$ cat config.mk
export PLATFORM = sky130hd
export DESIGN_NAME = mic_cfg_slave
export DESIGN_NICKNAME = d
export VERILOG_FILES = /design/src/rtl/mcfg_pkg.sv /design/src/rtl/mcfg_line_sync.sv /design/src/rtl/mcfg_bus_fsm.sv /design/src/rtl/mcfg_regfile.sv /design/src/rtl/mic_cfg_slave.sv
export SDC_FILE = /design/constraint.sdc
export NUM_CORES = 1
export LEC_CHECK = 0
export BUFFER_PORTS_ARGS = -buffer_cell sky130_fd_sc_hd__buf_2
export CAP_MARGIN = 20
export CORE_MARGIN = 2
export CORE_UTILIZATION = 30
export DETAILED_ROUTE_END_ITERATION = 6
export PLACE_DENSITY_LB_ADDON = 0.15
export SLEW_MARGIN = 15
export SYNTH_ARGS = -nofsm -noshare
export SYNTH_HDL_FRONTEND = slang
export SYNTH_SLANG_ARGS = --single-unit
$ cat constraint.sdc
create_clock -name clk -period 2.5 [get_ports clk]
set_clock_uncertainty 0.2 [all_clocks]
set_input_delay 0.75 -clock clk [delete_from_list [all_inputs] [get_ports clk]]
set_output_delay 0.75 -clock clk [all_outputs]
set_load 0.01 [all_outputs]
$ cat src/rtl/mcfg_pkg.sv
package mcfg_pkg;

    localparam int BYTE_BITS = 8;
    localparam int CNT_W     = $clog2(BYTE_BITS);
    localparam int PRE_W     = 4;
    localparam int POST_W    = 3;
    localparam int POST_MAX  = 4;
    localparam int GAIN_REG_W  = PRE_W + POST_W;
    localparam int ROUTE_REG_W = 6;

    typedef enum logic [2:0] {
        ST_IDLE,
        ST_ADDR,
        ST_ADDR_HOLD,
        ST_ADDR_ACK,
        ST_DATA,
        ST_DATA_HOLD,
        ST_DATA_ACK,
        ST_SKIP
    } bus_state_e;

    typedef enum logic [1:0] {
        MODE_CANCEL = 2'b00,
        MODE_PASS1  = 2'b01,
        MODE_PASS2  = 2'b10,
        MODE_SUM    = 2'b11
    } mic_mode_e;

endpackage

$ cat src/rtl/mcfg_line_sync.sv
module mcfg_line_sync #(
    parameter int STAGES = 2
) (
    input  logic clk,
    input  logic rst_n,
    input  logic scl_raw,
    input  logic sda_raw,
    output logic sda_lvl,
    output logic scl_rise,
    output logic scl_fall,
    output logic start_evt,
    output logic stop_evt
);

    // bit 1 = clock line, bit 0 = data line; idle bus is high
    logic [1:0] chain [STAGES];
    logic [1:0] prev;

    generate
        for (genvar g = 0; g < STAGES; g++) begin : g_stage
            if (g == 0) begin : g_first
                always_ff @(posedge clk or negedge rst_n) begin
                    if (!rst_n) chain[g] <= 2'b11;
                    else        chain[g] <= {scl_raw, sda_raw};
                end
            end else begin : g_next
                always_ff @(posedge clk or negedge rst_n) begin
                    if (!rst_n) chain[g] <= 2'b11;
                    else        chain[g] <= chain[g-1];
                end
            end
        end
    endgenerate

    always_ff @(posedge clk or negedge rst_n) begin
        if (!rst_n) prev <= 2'b11;
        else        prev <= chain[STAGES-1];
    end

    logic scl_now, sda_now, scl_old, sda_old;
    assign scl_now = chain[STAGES-1][1];
    assign sda_now = chain[STAGES-1][0];
    assign scl_old = prev[1];
    assign sda_old = prev[0];

    assign sda_lvl   = sda_now;
    assign scl_rise  = scl_now & ~scl_old;
    assign scl_fall  = ~scl_now & scl_old;
    assign start_evt = scl_now & scl_old & sda_old & ~sda_now;
    assign stop_evt  = scl_now & scl_old & ~sda_old & sda_now;

endmodule

$ cat src/rtl/mcfg_bus_fsm.sv
module mcfg_bus_fsm
    import mcfg_pkg::*;
#(
    parameter logic [6:0] DEV_ADDR = 7'b1100111
) (
    input  logic       clk,
    input  logic       rst_n,
    input  logic       chip_on,
    input  logic       sda_lvl,
    input  logic       scl_rise,
    input  logic       scl_fall,
    input  logic       start_evt,
    input  logic       stop_evt,
    output logic       drive_low,
    output logic       wr_stb,
    output logic [7:0] wr_byte
);

    localparam logic [7:0]       ADDR_WR  = {DEV_ADDR, 1'b0};
    localparam logic [CNT_W-1:0] LAST_BIT = CNT_W'(BYTE_BITS - 1);

    bus_state_e       state, nxt;
    logic [CNT_W-1:0] cnt, cnt_n;
    logic [6:0]       shf, shf_n;
    logic [7:0]       shf_in;

    assign shf_in  = {shf, sda_lvl};
    assign wr_byte = shf_in;

    always_comb begin
        nxt    = state;
        cnt_n  = cnt;
        shf_n  = shf;
        wr_stb = 1'b0;
        if (!chip_on) begin
            nxt   = ST_IDLE;
            cnt_n = '0;
        end else if (start_evt) begin
            nxt   = ST_ADDR;
            cnt_n = '0;
        end else if (stop_evt) begin
            nxt   = ST_IDLE;
            cnt_n = '0;
        end else begin
            unique case (state)
                ST_IDLE: ;
                ST_SKIP: ;
                ST_ADDR: begin
                    if (scl_rise) begin
                        shf_n = shf_in[6:0];
                        if (cnt == LAST_BIT) begin
                            cnt_n = '0;
                            nxt   = (shf_in == ADDR_WR) ? ST_ADDR_HOLD : ST_SKIP;
                        end else begin
                            cnt_n = cnt + 1'b1;
                        end
                    end
                end
                ST_ADDR_HOLD: if (scl_fall) nxt = ST_ADDR_ACK;
                ST_ADDR_ACK: begin
                    if (scl_fall) begin
                        nxt   = ST_DATA;
                        cnt_n = '0;
                    end
                end
                ST_DATA: begin
                    if (scl_rise) begin
                        shf_n = shf_in[6:0];
                        if (cnt == LAST_BIT) begin
                            cnt_n  = '0;
                            wr_stb = 1'b1;
                            nxt    = ST_DATA_HOLD;
                        end else begin
                            cnt_n = cnt + 1'b1;
                        end
                    end
                end
                ST_DATA_HOLD: if (scl_fall) nxt = ST_DATA_ACK;
                ST_DATA_ACK: begin
                    if (scl_fall) begin
                        nxt   = ST_DATA;
                        cnt_n = '0;
                    end
                end
            endcase
        end
    end

    // state register
    always_ff @(posedge clk or negedge rst_n) begin
        if (!rst_n) begin
            state <= ST_IDLE;
            cnt   <= '0;
            shf   <= '0;
        end else begin
            state <= nxt;
            cnt   <= cnt_n;
            shf   <= shf_n;
        end
    end

    // outputs
    always_ff @(posedge clk or negedge rst_n) begin
        if (!rst_n) drive_low <= 1'b0;
        else        drive_low <= (nxt == ST_ADDR_ACK) || (nxt == ST_DATA_ACK);
    end

    // acknowledge begins only after the bus clock has fallen
    p_ack_edge_r2: assert property (@(posedge clk) disable iff (!rst_n)
        $rose(drive_low) |-> $past(scl_fall));

    // shutdown releases the line on the next cycle
    p_off_release_r9: assert property (@(posedge clk) disable iff (!rst_n)
        !chip_on |=> !drive_low);

    // a rejected transfer never drives the line
    p_skip_silent_r3: assert property (@(posedge clk) disable iff (!rst_n)
        (state == ST_SKIP) |=> !drive_low);

endmodule

$ cat src/rtl/mcfg_regfile.sv
module mcfg_regfile
    import mcfg_pkg::*;
(
    input  logic              clk,
    input  logic              rst_n,
    input  logic              chip_on,
    input  logic              wr_stb,
    input  logic [7:0]        wr_byte,
    output logic [PRE_W-1:0]  pre_gain_code,
    output logic [POST_W-1:0] post_gain_step,
    output logic [1:0]        mic_mute,
    output logic [1:0]        mic_on,
    output logic [1:0]        mic_mode
);

    localparam logic [POST_W-1:0] STEP_CAP = POST_W'(POST_MAX);

    logic [GAIN_REG_W-1:0]  gain_q;
    logic [ROUTE_REG_W-1:0] route_q;
    logic [POST_W-1:0]      post_code;
    mic_mode_e              mode_dec;

    always_ff @(posedge clk or negedge rst_n) begin
        if (!rst_n) begin
            gain_q  <= '0;
            route_q <= '0;
        end else if (!chip_on) begin
            gain_q  <= '0;
            route_q <= '0;
        end else if (wr_stb) begin
            if (wr_byte[7]) route_q <= wr_byte[ROUTE_REG_W-1:0];
            else            gain_q  <= wr_byte[GAIN_REG_W-1:0];
        end
    end

    assign post_code = gain_q[GAIN_REG_W-1:PRE_W];

    always_comb begin
        pre_gain_code  = gain_q[PRE_W-1:0];
        post_gain_step = (post_code >= STEP_CAP) ? STEP_CAP : post_code;
        mic_mute       = route_q[1:0];
        mic_on         = route_q[3:2];
        mode_dec       = mic_mode_e'(route_q[5:4]);
        mic_mode       = mode_dec;
    end

    // decoded post step never exceeds the cap
    p_post_clamp_r5: assert property (@(posedge clk) disable iff (!rst_n)
        post_gain_step <= STEP_CAP);

    // shutdown clears both registers
    p_off_clear_r9: assert property (@(posedge clk) disable iff (!rst_n)
        !chip_on |=> (pre_gain_code == '0 && post_gain_step == '0 &&
                      mic_mute == '0 && mic_on == '0 && mic_mode == '0));

    // fields hold when no byte is written
    p_hold_no_wr_r7: assert property (@(posedge clk) disable iff (!rst_n)
        (chip_on && !wr_stb) |=> ($stable(pre_gain_code) && $stable(post_gain_step) &&
                                  $stable(mic_mute) && $stable(mic_on) && $stable(mic_mode)));

endmodule

$ cat src/rtl/mic_cfg_slave.sv
module mic_cfg_slave
    import mcfg_pkg::*;
#(
    parameter logic [6:0] DEV_ADDR    = 7'b1100111,
    parameter int         SYNC_STAGES = 2
) (
    input  logic              clk,
    input  logic              rst_n,
    input  logic              chip_on,
    input  logic              bus_clk_i,
    input  logic              bus_dat_i,
    output logic              bus_dat_oe,
    output logic [PRE_W-1:0]  pre_gain_code,
    output logic [POST_W-1:0] post_gain_step,
    output logic [1:0]        mic_mute,
    output logic [1:0]        mic_on,
    output logic [1:0]        mic_mode
);

    logic       sda_lvl, scl_rise, scl_fall, start_evt, stop_evt;
    logic       wr_stb;
    logic [7:0] wr_byte;

    mcfg_line_sync #(.STAGES(SYNC_STAGES)) u_sync (
        .clk       (clk),
        .rst_n     (rst_n),
        .scl_raw   (bus_clk_i),
        .sda_raw   (bus_dat_i),
        .sda_lvl   (sda_lvl),
        .scl_rise  (scl_rise),
        .scl_fall  (scl_fall),
        .start_evt (start_evt),
        .stop_evt  (stop_evt)
    );

    mcfg_bus_fsm #(.DEV_ADDR(DEV_ADDR)) u_fsm (
        .clk       (clk),
        .rst_n     (rst_n),
        .chip_on   (chip_on),
        .sda_lvl   (sda_lvl),
        .scl_rise  (scl_rise),
        .scl_fall  (scl_fall),
        .start_evt (start_evt),
        .stop_evt  (stop_evt),
        .drive_low (bus_dat_oe),
        .wr_stb    (wr_stb),
        .wr_byte   (wr_byte)
    );

    mcfg_regfile u_regs (
        .clk            (clk),
        .rst_n          (rst_n),
        .chip_on        (chip_on),
        .wr_stb         (wr_stb),
        .wr_byte        (wr_byte),
        .pre_gain_code  (pre_gain_code),
        .post_gain_step (post_gain_step),
        .mic_mute       (mic_mute),
        .mic_on         (mic_on),
        .mic_mode       (mic_mode)
    );

endmodule

; Word level (Yosys, flattened, before mapping)
; Cells that the tools add are included.
[totals]
wordCells = 79
latchBits = 0
out_inout_bits = 14
input_bits = 5
ff_bits = 33
ramBits = 0
n_memories = 0
rom_bits = 0
[classes]
n_mux = 32
reduce_logical = 7
shifts = 0
div_mod_pow = 0
n_mul = 0
n_lt_le_gt_ge = 1
bitwise = 13
add_sub_neg = 1
eq_ne = 16
[op_table]
columns = op, n
row1 = $mux W3, 18
row2 = $mux W7, 3
row3 = $mux W6, 3
row4 = $eq A3 B3 Y1 const B, 5
row5 = $pmux W3 S5, 1
row6 = $ne A5 B2 Y1 const B, 2
row7 = $eq A3 B2 Y1 const B, 3
row8 = $eq A8 B8 Y1 const B, 1
row9 = $and A1 B1 Y1, 7
row10 = $mux W1, 6
row11 = $not A1 Y1, 6
row12 = $pmux W3 S2, 1
row13 = $ne A5 B3 Y1 const B, 1
row14 = $reduce_and A5 Y1, 1
row15 = $ne A2 B1 Y1 const B, 2
row16 = $reduce_and A2 Y1, 2
row17 = $reduce_or A2 Y1, 2
row18 = $add A3 B1 Y3 const B, 1
row19 = $eq A3 B1 Y1 const B, 1
row20 = $ge A3 B3 Y1 const B, 1
row21 = $reduce_and A3 Y1, 1
row22 = $ne A2 B2 Y1 const B, 1
row23 = $logic_or A1 B1 Y1, 1

; Logic depth before layout (Yosys ltp)
[logic_depth]
depth_word = 10
ltp_mapped = 7
ltp_nobuf = 7

; By module
; From an unflattened synthesis, not the netlist that was laid out.
[unflattened]
cells_unflattened = 146
hier_area_um2 = 1661.6
[modules_own_cells]
columns = module, seq_area_each_um2, instances, area_per_inst_um2, cells_each
row1 = mcfg_bus_fsm, 350.3, 1, 849.6, 77
row2 = mcfg_regfile, 325.3, 1, 621.8, 59
row3 = mcfg_line_sync, 157.7, 1, 190.2, 10

; Worst setup path after synthesis
; Ideal clock, no wire load.
[synth_path]
kind = in2reg
start = input chip_on
end = register u_fsm.shf[0]
path_stages = 4
setup_slack_ps = 475
arrival_ps = 1700
n_path_buf = 1
setup_time_ps = 125
t_required_ps = 2175
cell_sequence = o21ai_0 or3_1 buf_6 mux2_4
[synth_via]
elab_chain_cells = 1
[synth_lines]
columns = element, line_no
row1 = from (decl), mic_cfg_slave.sv:9  ; input logic chip_on,
row2 = $reduce_and A5 Y1 (no source line), -
row3 = to (signal assigned), mcfg_bus_fsm.sv:98  ; shf <= shf_n;
row4 = to (decl), mcfg_bus_fsm.sv:24  ; logic [6:0] shf, shf_n;
; Every way passes these cells.
; A chain may end at the register's enable or synchronous reset.

; Worst setup path in the final report
[layout_path]
start = register u_fsm.cnt[0]
end = register u_fsm.drive_low
[layout_via]
elab_chain_cells = 9
word_cells_on_any_way = 12
classes_between = eq/ne (3) / mux (8) / reduce/logical (1)
[layout_lines]
columns = element, line_no
row1 = from (decl), mcfg_bus_fsm.sv:23  ; logic [CNT_W-1:0] cnt, cnt_n;
row2 = from (signal assigned), mcfg_bus_fsm.sv:97  ; cnt <= cnt_n;
row3 = $eq A3 B3 Y1 (*), "mcfg_bus_fsm.sv:51, mcfg_bus_fsm.sv:69"
row4 = $mux W3 (on tied branches), "mcfg_bus_fsm.sv:69, mcfg_bus_fsm.sv:51"
row5 = $mux W3 (on tied branches), "mcfg_bus_fsm.sv:67, mcfg_bus_fsm.sv:49"
row6 = $pmux W3 S5 (*), mcfg_bus_fsm.sv:45  ; unique case (state)
row7 = $mux W3 (*), mcfg_bus_fsm.sv:41  ; end else if (stop_evt) begin
row8 = $mux W3 (*), mcfg_bus_fsm.sv:38  ; end else if (start_evt) begin
row9 = $mux W3 (*), mcfg_bus_fsm.sv:35  ; if (!chip_on) begin
row10 = via u_fsm.nxt[0], mcfg_bus_fsm.sv:22  ; bus_state_e state, nxt;
row11 = $eq A3 B2 Y1 / $eq A3 B3 Y1 (equally long branches), mcfg_bus_fsm.sv:105  ; else drive_low <= (nxt == ST_ADDR_ACK) || (nxt == ST_DATA_ACK);
row12 = $logic_or A1 B1 Y1 (*), mcfg_bus_fsm.sv:105
row13 = to (signal assigned), mcfg_bus_fsm.sv:105
row14 = to (decl), mcfg_bus_fsm.sv:14  ; output logic drive_low,
; The timed path passes the listed nets; every way through them passes the cells marked *.

==> results.md <==
- Setup violators final: 0
- Number of distinct library cells after synthesis: 39
- Remaining DRCs: 0
- Element type at the critical path end: register
- Sequential share of the synthesized area: roughly half
- Utilization of the core after routing: 35.5%
- Post-detailed-route count of antenna-violating nets: 0
- Buffers on Ports: 18
- Clock tree from TritonCTS: built
- Starting utilization of the core area: a little under a third
- Number of cells on the worst reg-to-reg path: 7
- Critical Path Max Stage Delay: roughly 380 ps
- Die W: 77.3 um
- Fraction of power consumed by combinational cells: between 5 and 6%
- Global-route congestion overflow total: 0
- Outcome: complete, no violations
- Max-slew headroom at the worst pin: between 50% and 60%
- Placed Instances: 217
- Most common cell after layout, fill and taps aside: sky130_fd_sc_hd__dfrtp_1
- Data required time at the worst endpoint: 2510 ps
- Max Fanout on Critical Path: 5
- Number of max-slew violations in the final report: 0
- Top Ports: 19
- Avg Inst Size Synth: roughly 12 um2
- Pwr/cell area: around 550 nW/um2
- Post-CTS setup-driven buffer insertion count: 0
- Period utilisation layout: 88.1%
- Placement-stage worst setup slack: approximately 220 ps
- Fraction of power consumed by sequential logic: ~56%
- Max Buffers Root-to-Sink: 2
- Critical path cell sequence: ha_1 > ha_1 > and4bb_2 > o211ai_1 > o221a_2 > a21oi_1 > mux2i_1
- Smallest hold slack: 155 ps
- Layout area overhead: 13.2%
- Seq cells post-synth: 33
- # diodes: 0
- Switching power share of the total: a little under a quarter
- Cts bufs inserted: 5
- Mapped Nets: roughly 140
- Cells after synthesis: around 140
- Row count: 26
- Min Clock Period, post-route: roughly 2200 ps
- Max IR drop VDD: approximately 0.27 mV
- Slack of the worst reg-to-reg path: about 300 ps
- Number of vias per cell: 4.67
- Number of antenna violations at the first check in global routing: 0
- FF-to-FF Start: u_fsm.cnt[0]
- Internal Pwr Total: 766 uW
- Design Power: approximately 1.0 mW
- Final hold vios: 0
- Relative contribution of the clock network to total power: 38.6%
- Critical setup path kind: reg2reg
- Startpoint type of the worst setup path: register
- Height of the die: between 70 and 80 um
- Count of hold-fix buffers inserted at cts: 0
- Critical-path top delay cell: sky130_fd_sc_hd__dfrtp_1
- Slack of the critical path: 297 ps
- Tightest Pin Transition: 732 ps
- Number of max-cap violations: 0
- Peak Freq: around 450 MHz
- Filler-free cell count of the finished design: ~230
- Worst hold endpoint: u_sync.chain[1]
- Post-placement cell area: around 1700 um2
- HPWL reported at the end of detailed placement: 2.16 mm
- Worst reg2reg endpoint: u_fsm.drive_low
- Post-layout net count: around 160
- Routed Wire Length: ~3.1 mm
- Leakage power: slightly below 0.9 nW
- Crit-path most repeated cell: sky130_fd_sc_hd__ha_1
- Type of the most critical hold path: reg2reg
- WHS Path Cells: 0
- Count of instances resized after the clock tree is built: 0
- Drt initial violations: around 110
- Start point of the worst hold path: u_sync.chain[3]
- Clock insertion delay at the later pin of the skew report: about 280 ps
- Number of levels in the clock H-tree: 2
- Die ar.: about 6000 um2
- Wire per inst: between 10 and 15 um
- Clock transition at the register clock pins on the worst setup and hold paths after CTS: approximately 70 ps
- Initial DRT Pass Iterations: 4
- Post-synthesis instance area: 1610 um2
- Overall global routing resource usage: 11.5%
- Yosys warnings: 0
- Setup TNS: 0 ps
- RSZ-0062 raised after global routing: no
- Placer Congestion: about 0.81
- Placeable core area: between 5000 and 6000 um2
- Worst EP arrival: roughly 2200 ps
- Fraction of layout instances using a drive strength above 1: 31.0%
- Maximum number of pins on one net before global-route repair: 34
- Wire length of the first global-routing pass: 5.32 mm
- Via count of the first global-routing pass: ~1.0k
- Via count: between 1k and 1.5k
- Commonest cells after routing, fill and taps aside: sky130_fd_sc_hd__dfrtp_1 (27), sky130_fd_sc_hd__buf_2 (18), sky130_fd_sc_hd__nor2b_1 (16)
- Net switching power figure: ~240 uW
- Post-route design area: between 1500 and 2000 um2
- Num Clock Sinks: 33
- Clock Tree Root: sky130_fd_sc_hd__clkbuf_8
power by group through the flow:
stage | Clock (mW) | Sequential (mW) | Combinational (mW)
2_1_floorplan | 0 | 0.565 | 0.0344
3_3_place_gp | 0 | 0.571 | 0.0535
3_5_place_dp | 0 | 0.571 | 0.0550
4_1_cts | 0.403 | 0.561 | 0.0551
5_1_grt | 0.432 | 0.563 | 0.0598
6_report | 0.387 | 0.562 | 0.0532
worst max-delay path: cells and delay by family, from the launching register on:
kind | cells | cell delay [ps]
adder cells (fa/ha/maj) | 2 | 420
AND/OR/NAND/NOR | 1 | 270
multiplexers | 1 | 200
flip-flops | 1 | 380
AO/OA/AOI/OAI | 3 | 660
Yosys cell counts:
library cell	instances	area (um2)
sky130_fd_sc_hd__o22ai_1	1	6.26
sky130_fd_sc_hd__mux2_4	7	105
sky130_fd_sc_hd__buf_2	1	5.00
sky130_fd_sc_hd__nor3_1	1	5.00
sky130_fd_sc_hd__clkbuf_2	1	5.00
sky130_fd_sc_hd__nand4b_1	1	8.76
sky130_fd_sc_hd__ha_1	2	25.0
sky130_fd_sc_hd__dfstp_2	6	158
sky130_fd_sc_hd__a2bb2oi_1	1	8.76
sky130_fd_sc_hd__nand3_1	2	10.0
sky130_fd_sc_hd__o21ai_0	7	35.0
sky130_fd_sc_hd__dfrtp_1	27	676
sky130_fd_sc_hd__nand4_1	1	6.26
sky130_fd_sc_hd__o31ai_1	1	7.51
sky130_fd_sc_hd__nand2_1	7	26.3
sky130_fd_sc_hd__nor2b_1	16	100
sky130_fd_sc_hd__buf_4	4	30.0
sky130_fd_sc_hd__or3b_1	1	8.76
sky130_fd_sc_hd__nor2_1	4	15.0
sky130_fd_sc_hd__nand4bb_1	1	11.3
sky130_fd_sc_hd__nand2b_1	2	12.5
sky130_fd_sc_hd__nor2_2	1	6.26
sky130_fd_sc_hd__a21oi_1	5	25.0
sky130_fd_sc_hd__and4bb_2	2	25.0
sky130_fd_sc_hd__xnor2_1	2	17.5
sky130_fd_sc_hd__or3_1	1	6.26
sky130_fd_sc_hd__clkbuf_1	4	15.0
sky130_fd_sc_hd__and3_1	1	6.26
sky130_fd_sc_hd__a31oi_1	1	6.26
sky130_fd_sc_hd__or2b_1	1	7.51
sky130_fd_sc_hd__o221a_2	1	11.3
sky130_fd_sc_hd__buf_6	2	22.5
sky130_fd_sc_hd__o211ai_1	2	15.0
sky130_fd_sc_hd__nand3b_1	1	7.51
sky130_fd_sc_hd__mux2i_1	14	140
sky130_fd_sc_hd__and3b_2	1	10.0
sky130_fd_sc_hd__o21ba_2	1	10.0
sky130_fd_sc_hd__inv_1	2	7.51
sky130_fd_sc_hd__and3b_1	1	8.76
worst max path at each step:
| stage | end | startpoint | slack (ps) | cells after the start |
|---|---|---|---|---|
| floorplan | u_fsm.shf[0] | chip_on | 480 | 4 |
| global placement | u_fsm.shf[3] | chip_on | 250 | 4 |
| detailed placement | u_fsm.shf[4] | chip_on | 220 | 4 |
| CTS | u_fsm.drive_low | u_fsm.cnt[0] | 270 | 7 |
| global route | u_fsm.drive_low | u_fsm.cnt[0] | 80 | 7 |
| finish | u_fsm.drive_low | u_fsm.cnt[0] | 300 | 7 |
routing by layer:
layer | routed length [um] | global-route usage [%]
met4 | 41 | 3.75
met5 | 0 | 0
met1 | 1470 | 15.3
met3 | 133 | 4.35
met2 | 1460 | 17.3
kinds of logic after synthesis:
group | synth area share, %
simple gates | 17.5
flops | 51.7
mux | 15.2
compound gates | 7.76
buf+inv | 5.27
xor+xnor | 1.09
fa+ha+maj | 1.55
final cells by class:
class | instances | area (um2)
clock buffers | 6 | 72.6
clock inverters | 2 | 10.0
fillers | 539 | 3310
inverters | 2 | 7.51
multi-input cells | 90 | 694
flip-flops and latches | 33 | 833
well taps | 70 | 87.6
repair buffers | 22 | 120
registers in the layout, indices dropped and copies added, names as in the netlist:
name	flops
u_fsm.state	3
u_fsm.cnt	3
u_sync.chain	3
u_sync.prev	2
u_fsm.drive_low	1
u_regs.gain_q	7
u_regs.route_q	6
u_fsm.shf	7
u_sync.sda_lvl	1
(Power assumes the default switching activity.)
